==> config.mk <==
export PLATFORM = sky130hd
export DESIGN_NAME = segdac_switch_driver
export DESIGN_NICKNAME = d
export VERILOG_FILES = /design/src/rtl/segdac_pkg.sv /design/src/rtl/segdac_in_latch.sv /design/src/rtl/segdac_therm_seg.sv /design/src/rtl/segdac_bin_seg.sv /design/src/rtl/segdac_switch_driver.sv
export SDC_FILE = /design/constraint.sdc
export NUM_CORES = 1
export LEC_CHECK = 0
export CAP_MARGIN = 20
export CORE_ASPECT_RATIO = 0.6
export CORE_MARGIN = 2
export CORE_UTILIZATION = 40
export DETAILED_ROUTE_END_ITERATION = 16
export GPL_ROUTABILITY_DRIVEN = 0
export GPL_TIMING_DRIVEN = 0
export PLACE_DENSITY = 0.78
export REMOVE_ABC_BUFFERS = 1
export SYNTH_ARGS = -nofsm -noshare
export SYNTH_HDL_FRONTEND = slang
export SYNTH_SLANG_ARGS = --single-unit
export TNS_END_PERCENT = 10
==> constraint.sdc <==
create_clock -name clk -period 1.05 [get_ports clk]
set_input_delay 0.105 -clock clk [delete_from_list [all_inputs] [get_ports clk]]
set_output_delay 0.105 -clock clk [all_outputs]
set_load 0.02 [all_outputs]
==> src/rtl/segdac_pkg.sv <==
package segdac_pkg;

  // Default field split of the sample word.
  localparam int DEF_DATA_W   = 12;
  localparam int DEF_COARSE_W = 5;
  localparam int DEF_MID_W    = 4;

  // Number of unit cells a thermometer field of width w controls.
  function automatic int therm_cells(input int w);
    return (1 << w) - 1;
  endfunction

  // Binary weight of one unit cell in a field whose lowest bit sits at pos.
  function automatic int cell_weight(input int pos);
    return 1 << pos;
  endfunction

endpackage

==> src/rtl/segdac_in_latch.sv <==
// First pipeline stage: captures the sample word on the rising edge.
module segdac_in_latch #(
  parameter int DATA_W = 12
) (
  input  logic              clk,
  input  logic              rst,
  input  logic [DATA_W-1:0] code_i,
  output logic [DATA_W-1:0] code_q
);

  always_ff @(posedge clk) begin
    if (rst) begin
      code_q <= '0;
    end else begin
      code_q <= code_i;
    end
  end

endmodule

==> src/rtl/segdac_therm_seg.sv <==
// One thermometer segment: decodes a W-bit field into 2^W-1 unit-cell
// controls and registers the primary drive and its complement as two
// separate flop banks, so both change on the same edge.
module segdac_therm_seg #(
  parameter int W     = 4,
  parameter int CELLS = (1 << W) - 1
) (
  input  logic             clk,
  input  logic             rst,
  input  logic [W-1:0]     field_i,
  output logic [CELLS-1:0] on_o,
  output logic [CELLS-1:0] off_o
);

  logic [CELLS-1:0] fill;

  // Cell k is active when the field value exceeds k.
  for (genvar k = 0; k < CELLS; k++) begin : g_cell
    assign fill[k] = (field_i > W'(k));
  end

  always_ff @(posedge clk) begin
    if (rst) begin
      on_o  <= '0;
      off_o <= '1;
    end else begin
      on_o  <= fill;
      off_o <= ~fill;
    end
  end

endmodule

==> src/rtl/segdac_bin_seg.sv <==
// Binary-weighted segment: bits pass straight to their cells, registered
// together with a complement bank.
module segdac_bin_seg #(
  parameter int W = 3
) (
  input  logic         clk,
  input  logic         rst,
  input  logic [W-1:0] field_i,
  output logic [W-1:0] on_o,
  output logic [W-1:0] off_o
);

  always_ff @(posedge clk) begin
    if (rst) begin
      on_o  <= '0;
      off_o <= '1;
    end else begin
      on_o  <= field_i;
      off_o <= ~field_i;
    end
  end

endmodule

==> src/rtl/segdac_switch_driver.sv <==
// Top: latch -> field split -> two thermometer segments + binary segment.
module segdac_switch_driver #(
  parameter int DATA_W   = segdac_pkg::DEF_DATA_W,
  parameter int COARSE_W = segdac_pkg::DEF_COARSE_W,
  parameter int MID_W    = segdac_pkg::DEF_MID_W
) (
  input  logic                        clk,
  input  logic                        rst,
  input  logic [DATA_W-1:0]           code_i,
  output logic [(1<<COARSE_W)-2:0]    coarse_on_o,
  output logic [(1<<COARSE_W)-2:0]    coarse_off_o,
  output logic [(1<<MID_W)-2:0]       mid_on_o,
  output logic [(1<<MID_W)-2:0]       mid_off_o,
  output logic [DATA_W-COARSE_W-MID_W-1:0] lsb_on_o,
  output logic [DATA_W-COARSE_W-MID_W-1:0] lsb_off_o
);

  localparam int LSB_W      = DATA_W - COARSE_W - MID_W;
  localparam int MID_LO     = LSB_W;
  localparam int COARSE_LO  = LSB_W + MID_W;
  localparam int COARSE_N   = segdac_pkg::therm_cells(COARSE_W);
  localparam int MID_N      = segdac_pkg::therm_cells(MID_W);

  logic [DATA_W-1:0]   code_q;
  logic [COARSE_W-1:0] coarse_field;
  logic [MID_W-1:0]    mid_field;
  logic [LSB_W-1:0]    lsb_field;

  segdac_in_latch #(
    .DATA_W (DATA_W)
  ) u_latch (
    .clk    (clk),
    .rst    (rst),
    .code_i (code_i),
    .code_q (code_q)
  );

  assign coarse_field = code_q[COARSE_LO +: COARSE_W];
  assign mid_field    = code_q[MID_LO +: MID_W];
  assign lsb_field    = code_q[0 +: LSB_W];

  segdac_therm_seg #(
    .W     (COARSE_W),
    .CELLS (COARSE_N)
  ) u_coarse (
    .clk     (clk),
    .rst     (rst),
    .field_i (coarse_field),
    .on_o    (coarse_on_o),
    .off_o   (coarse_off_o)
  );

  segdac_therm_seg #(
    .W     (MID_W),
    .CELLS (MID_N)
  ) u_mid (
    .clk     (clk),
    .rst     (rst),
    .field_i (mid_field),
    .on_o    (mid_on_o),
    .off_o   (mid_off_o)
  );

  segdac_bin_seg #(
    .W (LSB_W)
  ) u_lsb (
    .clk     (clk),
    .rst     (rst),
    .field_i (lsb_field),
    .on_o    (lsb_on_o),
    .off_o   (lsb_off_o)
  );

endmodule

**Word-level counts from Yosys, hierarchy flattened**

Cells that the tools add are included.

- Output and inout port bits: 98
- Register bits after elaboration: 110
- Logic and storage cells: 56

- Bitwise gates (word level): 3
- Order comparisons: 46

Operators by type and width:

| operator | count |
|---|---|
| greater-than comparator 5 bit (second input constant) | 15 |
| greater-than comparator 5 x 4 -> 1 bit (second input constant) | 8 |
| NOT 31 bit | 1 |
| greater-than comparator 4 bit (second input constant) | 7 |
| greater-than comparator 5 x 3 -> 1 bit (second input constant) | 4 |
| greater-than comparator 4 x 3 -> 1 bit (second input constant) | 4 |
| NOT 15 bit | 1 |
| greater-than comparator 5 x 1 -> 1 bit (second input constant) | 2 |
| greater-than comparator 5 x 2 -> 1 bit (second input constant) | 2 |
| greater-than comparator 4 x 1 -> 1 bit (second input constant) | 2 |
| greater-than comparator 4 x 2 -> 1 bit (second input constant) | 2 |
| NOT 3 bit | 1 |

**Longest topological paths before layout**

- Depth after elaboration: 2
- Mapped depth: 5
- Mapped depth without buffers: 3

**Hierarchy**

Synthesis repeated with hierarchy kept, for this count alone.

- Cells, all modules: 269
- Area, all modules: 3,154.3 um2

By module, submodules not included:

| module | sequential area each (um2) | area an instance (um2) | cells each | times used |
|---|---|---|---|---|
| segdac_therm_seg (u_coarse) | 1,241.2 | 1,784.2 | 159 | 1 |
| segdac_therm_seg (u_mid) | 600.6 | 845.8 | 73 | 1 |
| segdac_in_latch | 240.2 | 366.6 | 25 | 1 |
| segdac_bin_seg | 120.1 | 157.7 | 12 | 1 |

**Least setup slack after synthesis**

OpenSTA, ideal clock, no wires.

- Kind: register to register
- Start: register u_latch.code_q[8]
- End: register u_coarse.on_o[8]
- Setup time: 115 ps
- Clock period less this slack: 1,006 ps
- Buffers on the path: 0
- Slack: 44 ps
- Required time: 935 ps
- Stages on the path, launching flop included: 3
- Arrival time: 891 ps
- Path through: dfxtp_1 or3_4 a31o_1

- Longest elaborated chain between the ends: 1

RTL lines:

| item | RTL line | text |
|---|---|---|
| start, declared | segdac_in_latch.sv:8 | `output logic [DATA_W-1:0] code_q` |
| start signal, assigned | segdac_in_latch.sv:15 | `code_q <= code_i;` |
| greater-than comparator 5 x 4 -> 1 bit | segdac_therm_seg.sv:19 | `assign fill[k] = (field_i > W'(k));` |
| end signal, assigned | segdac_therm_seg.sv:27 | `on_o <= fill;` |
| end, declared | segdac_therm_seg.sv:11 | `output logic [CELLS-1:0] on_o,` |

Every way passes these cells.
A chain may end at the register's enable or synchronous reset.

**Worst setup path after layout**

- Start: register u_latch.code_q[7]
- End: register u_coarse.on_o[8]

Same word-level chain as after synthesis.

==> flow_summary.toml <==
[outcome]
outcome = "complete, but fails checks"
violations = "negative setup slack"

[sta]
tns_ps = -50.4
final-max-slew-violation-count = 0
timing.final.ws_setup_ps = -50.4
setup_viol = 1
maxSlewHeadroom_pct = 65.3
fin_crit_ps = 1100
finalHoldViolCount = 0
tightestPinTransition_ps = 520
holdWs_ps = 227
fmax_ghz = 0.909
post-route-period-util_pct = 105
skew_ps = 5.27
rsz0062_at_grt = "yes"

[cells_and_area]
final_nets = 402
fillers = 678
instances_no_fill = 501
multi_input_area_um2 = 841
drive_gt1_share_pct = 38.9
regArea_um2 = 2220
syn_to_final_growth_pct = 42.1
antenna_cells = 0
final_area_um2 = 4560

[clocking]
clk_pin_slew_ps = 70
cts_tree = "done"
cts.sinks = 110
cts_buffer_depth = 2
cts_made_buffers = 9
cts_hold_buf = 0
clk_latency_ps = 340
root_buffer = "clkbuf_16"
htree_num_levels = 3

[setup_path]
critPathMaxFanout = 5
reg2reg_slack_ps = -50
critPathLaunchType = "flip-flop"
crit_required_ps = 1290
r2r_cells = 2
worstPathArrival_ps = 1340
critical_path.slowest_cell = "or3_4"
cp-end-kind = "flip-flop"
cp_slowest_stage_delay_ps = 410
crit_type = "reg2reg"
crit_chain = "or3_4 > a31o_1"

[floorplan]
num_rows = 25
fp.dieH_um = 73.4
core_um2 = 7820
boundaryPins = 112
die_w_um = 120
dieArea_um2 = 8780
start_util_pct = 41.1

[routing]
via_per_inst = 4.43
dr_total_vias = 2218
wl_um = 7020
ant_nets = 0
wl_per_cell_um = 14.0
drc = 0
drt_iter0_markers = 73
first_pass_iters = 4

[global_routing]
grt_max_degree = 55
grt_pass1_vias = 2090
overflow = 0
grtUsageTotal_pct = 16.6
grt_first_pass_wirelength_um = 10800
antenna_found_initial = 0

[synth]
ys_seq_area_share_pct = 68.6
ys_types = 37
synth_area_um2 = 3210
yosysMostFrequentCell = "dfxtp_1"
synth.area.top_cells = "dfxtp_1, nor2_1, nor2b_1, o21a_1, o21ai_0"
synth-main-ff-cell = "dfxtp_1"
synth_top_area_share_pct = 68.6
synthArstFlopShare_pct = 0
synth_common_cells = "dfxtp_1, nor2_1, nor2b_1, o21ai_0"
synth_edf_count = 0
synth.avg_cell_area_um2 = 11.8
yosys_warnings = 0
syn_inst = 273
synth_seq_cells = 110
yosys.area.top_type = "dfxtp_1"

[place]
dpl.hpwl_um = 4550
portBuffers = 111
dp.cells = 472
post_dp_cell_area_um2 = 4310
dp_slack_ps = -598

[min_path]
worstHoldPathType = "in2reg"
min_path_cells = 2

[power]
power_leakage_uw = 0.00197
vdd_drop_max_mv = 1.17
power.density_nw_per_um2 = 1820

[flow_run]
max_cap_violations = 0
==> repair_timing <==
item,CTS,global route
buffers inserted,13,0
setup endpoints to repair,176,78
pin swaps,0,1
resized for setup,315,51
gates cloned,0,0
==> per-stage QoR <==
step	util [%]	total power [uW]
after detailed placement	55.1	5360
final	58.4	8290
after CTS	61.2	8470
after floorplan	-	4920
after global routing	58.4	8670
after global placement	55.1	5350
==> placed cells by master, fill, tap and decap left out, drive strengths merged <==
cell           count
a211o              1
or3                1
clkinv             4
nor3               3
dfxtp            110
and2b              1
o21a              12
clkinvlp           1
a211oi             1
o211a              1
nand4b             1
and3               1
or2                7
inv               10
nor2b             15
nand2b             2
a31oi              3
nand3b             2
a21o               9
clkbuf            11
o21ai             18
a21oi             12
buf               61
a41oi              1
nand3              1
clkdlybuf4s50     12
clkdlybuf4s15     50
nand2              9
and2               6
a31o               1
nor2              26
==> flip-flops by register name, indices dropped and copies added (netlist names) <==
register,flops
u_lsb.off_o,3
u_coarse.on_o,31
u_mid.on_o,15
u_mid.off_o,15
u_latch.code_q,12
u_lsb.on_o,3
u_coarse.off_o,31
==> area by class of cell <==
class / count / share of cell area, %
clock buffers: 10 / 5.02
multi-input cells: 134 / 18.4
clock inverters: 6 / 1.04
flip-flops and latches: 110 / 48.8
well taps: 108 / 2.96
inverters: 9 / 0.850
repair buffers: 124 / 23.0
==> critical path, delay by kind of cell, from the launching register on <==
family / cells / cell delay, ps
flip-flops: 1 / 370
AO/OA/AOI/OAI: 1 / 230
AND/OR/NAND/NOR: 1 / 410
==> per-layer routing <==
layer / GRT usage [%] / vias up / share of wire (%)
li1: - / 1117 / -
met1: 21.5 / 1011 / 47
met2: 25.1 / 75 / 44
met3: 6.29 / 15 / 6.3
met4: 7.19 / 0 / 2.1
met5: 0 / - / 0
==> power breakdown <==
part	switching (uW)	internal [uW]	leakage, uW
Clock	1440	1620	0.000133
Sequential	104	4340	0.000909
Combinational	442	338	0.000925
==> cells by family after synthesis <==
group	synth area share, %
AND/OR/NAND/NOR	14.1
flip-flops	68.6
buffers and inverters	5.61
AO/OA/AOI/OAI	11.7
==> worst paths after layout <==
check	start	end
max	u_latch.code_q[7]	u_coarse.on_o[8]
min	rst	u_mid.on_o[3]
max reg2reg	u_latch.code_q[7]	u_coarse.on_o[8]
min reg2reg	u_latch.code_q[0]	u_lsb.on_o[0]
Power figures use the tool's default switching activity.
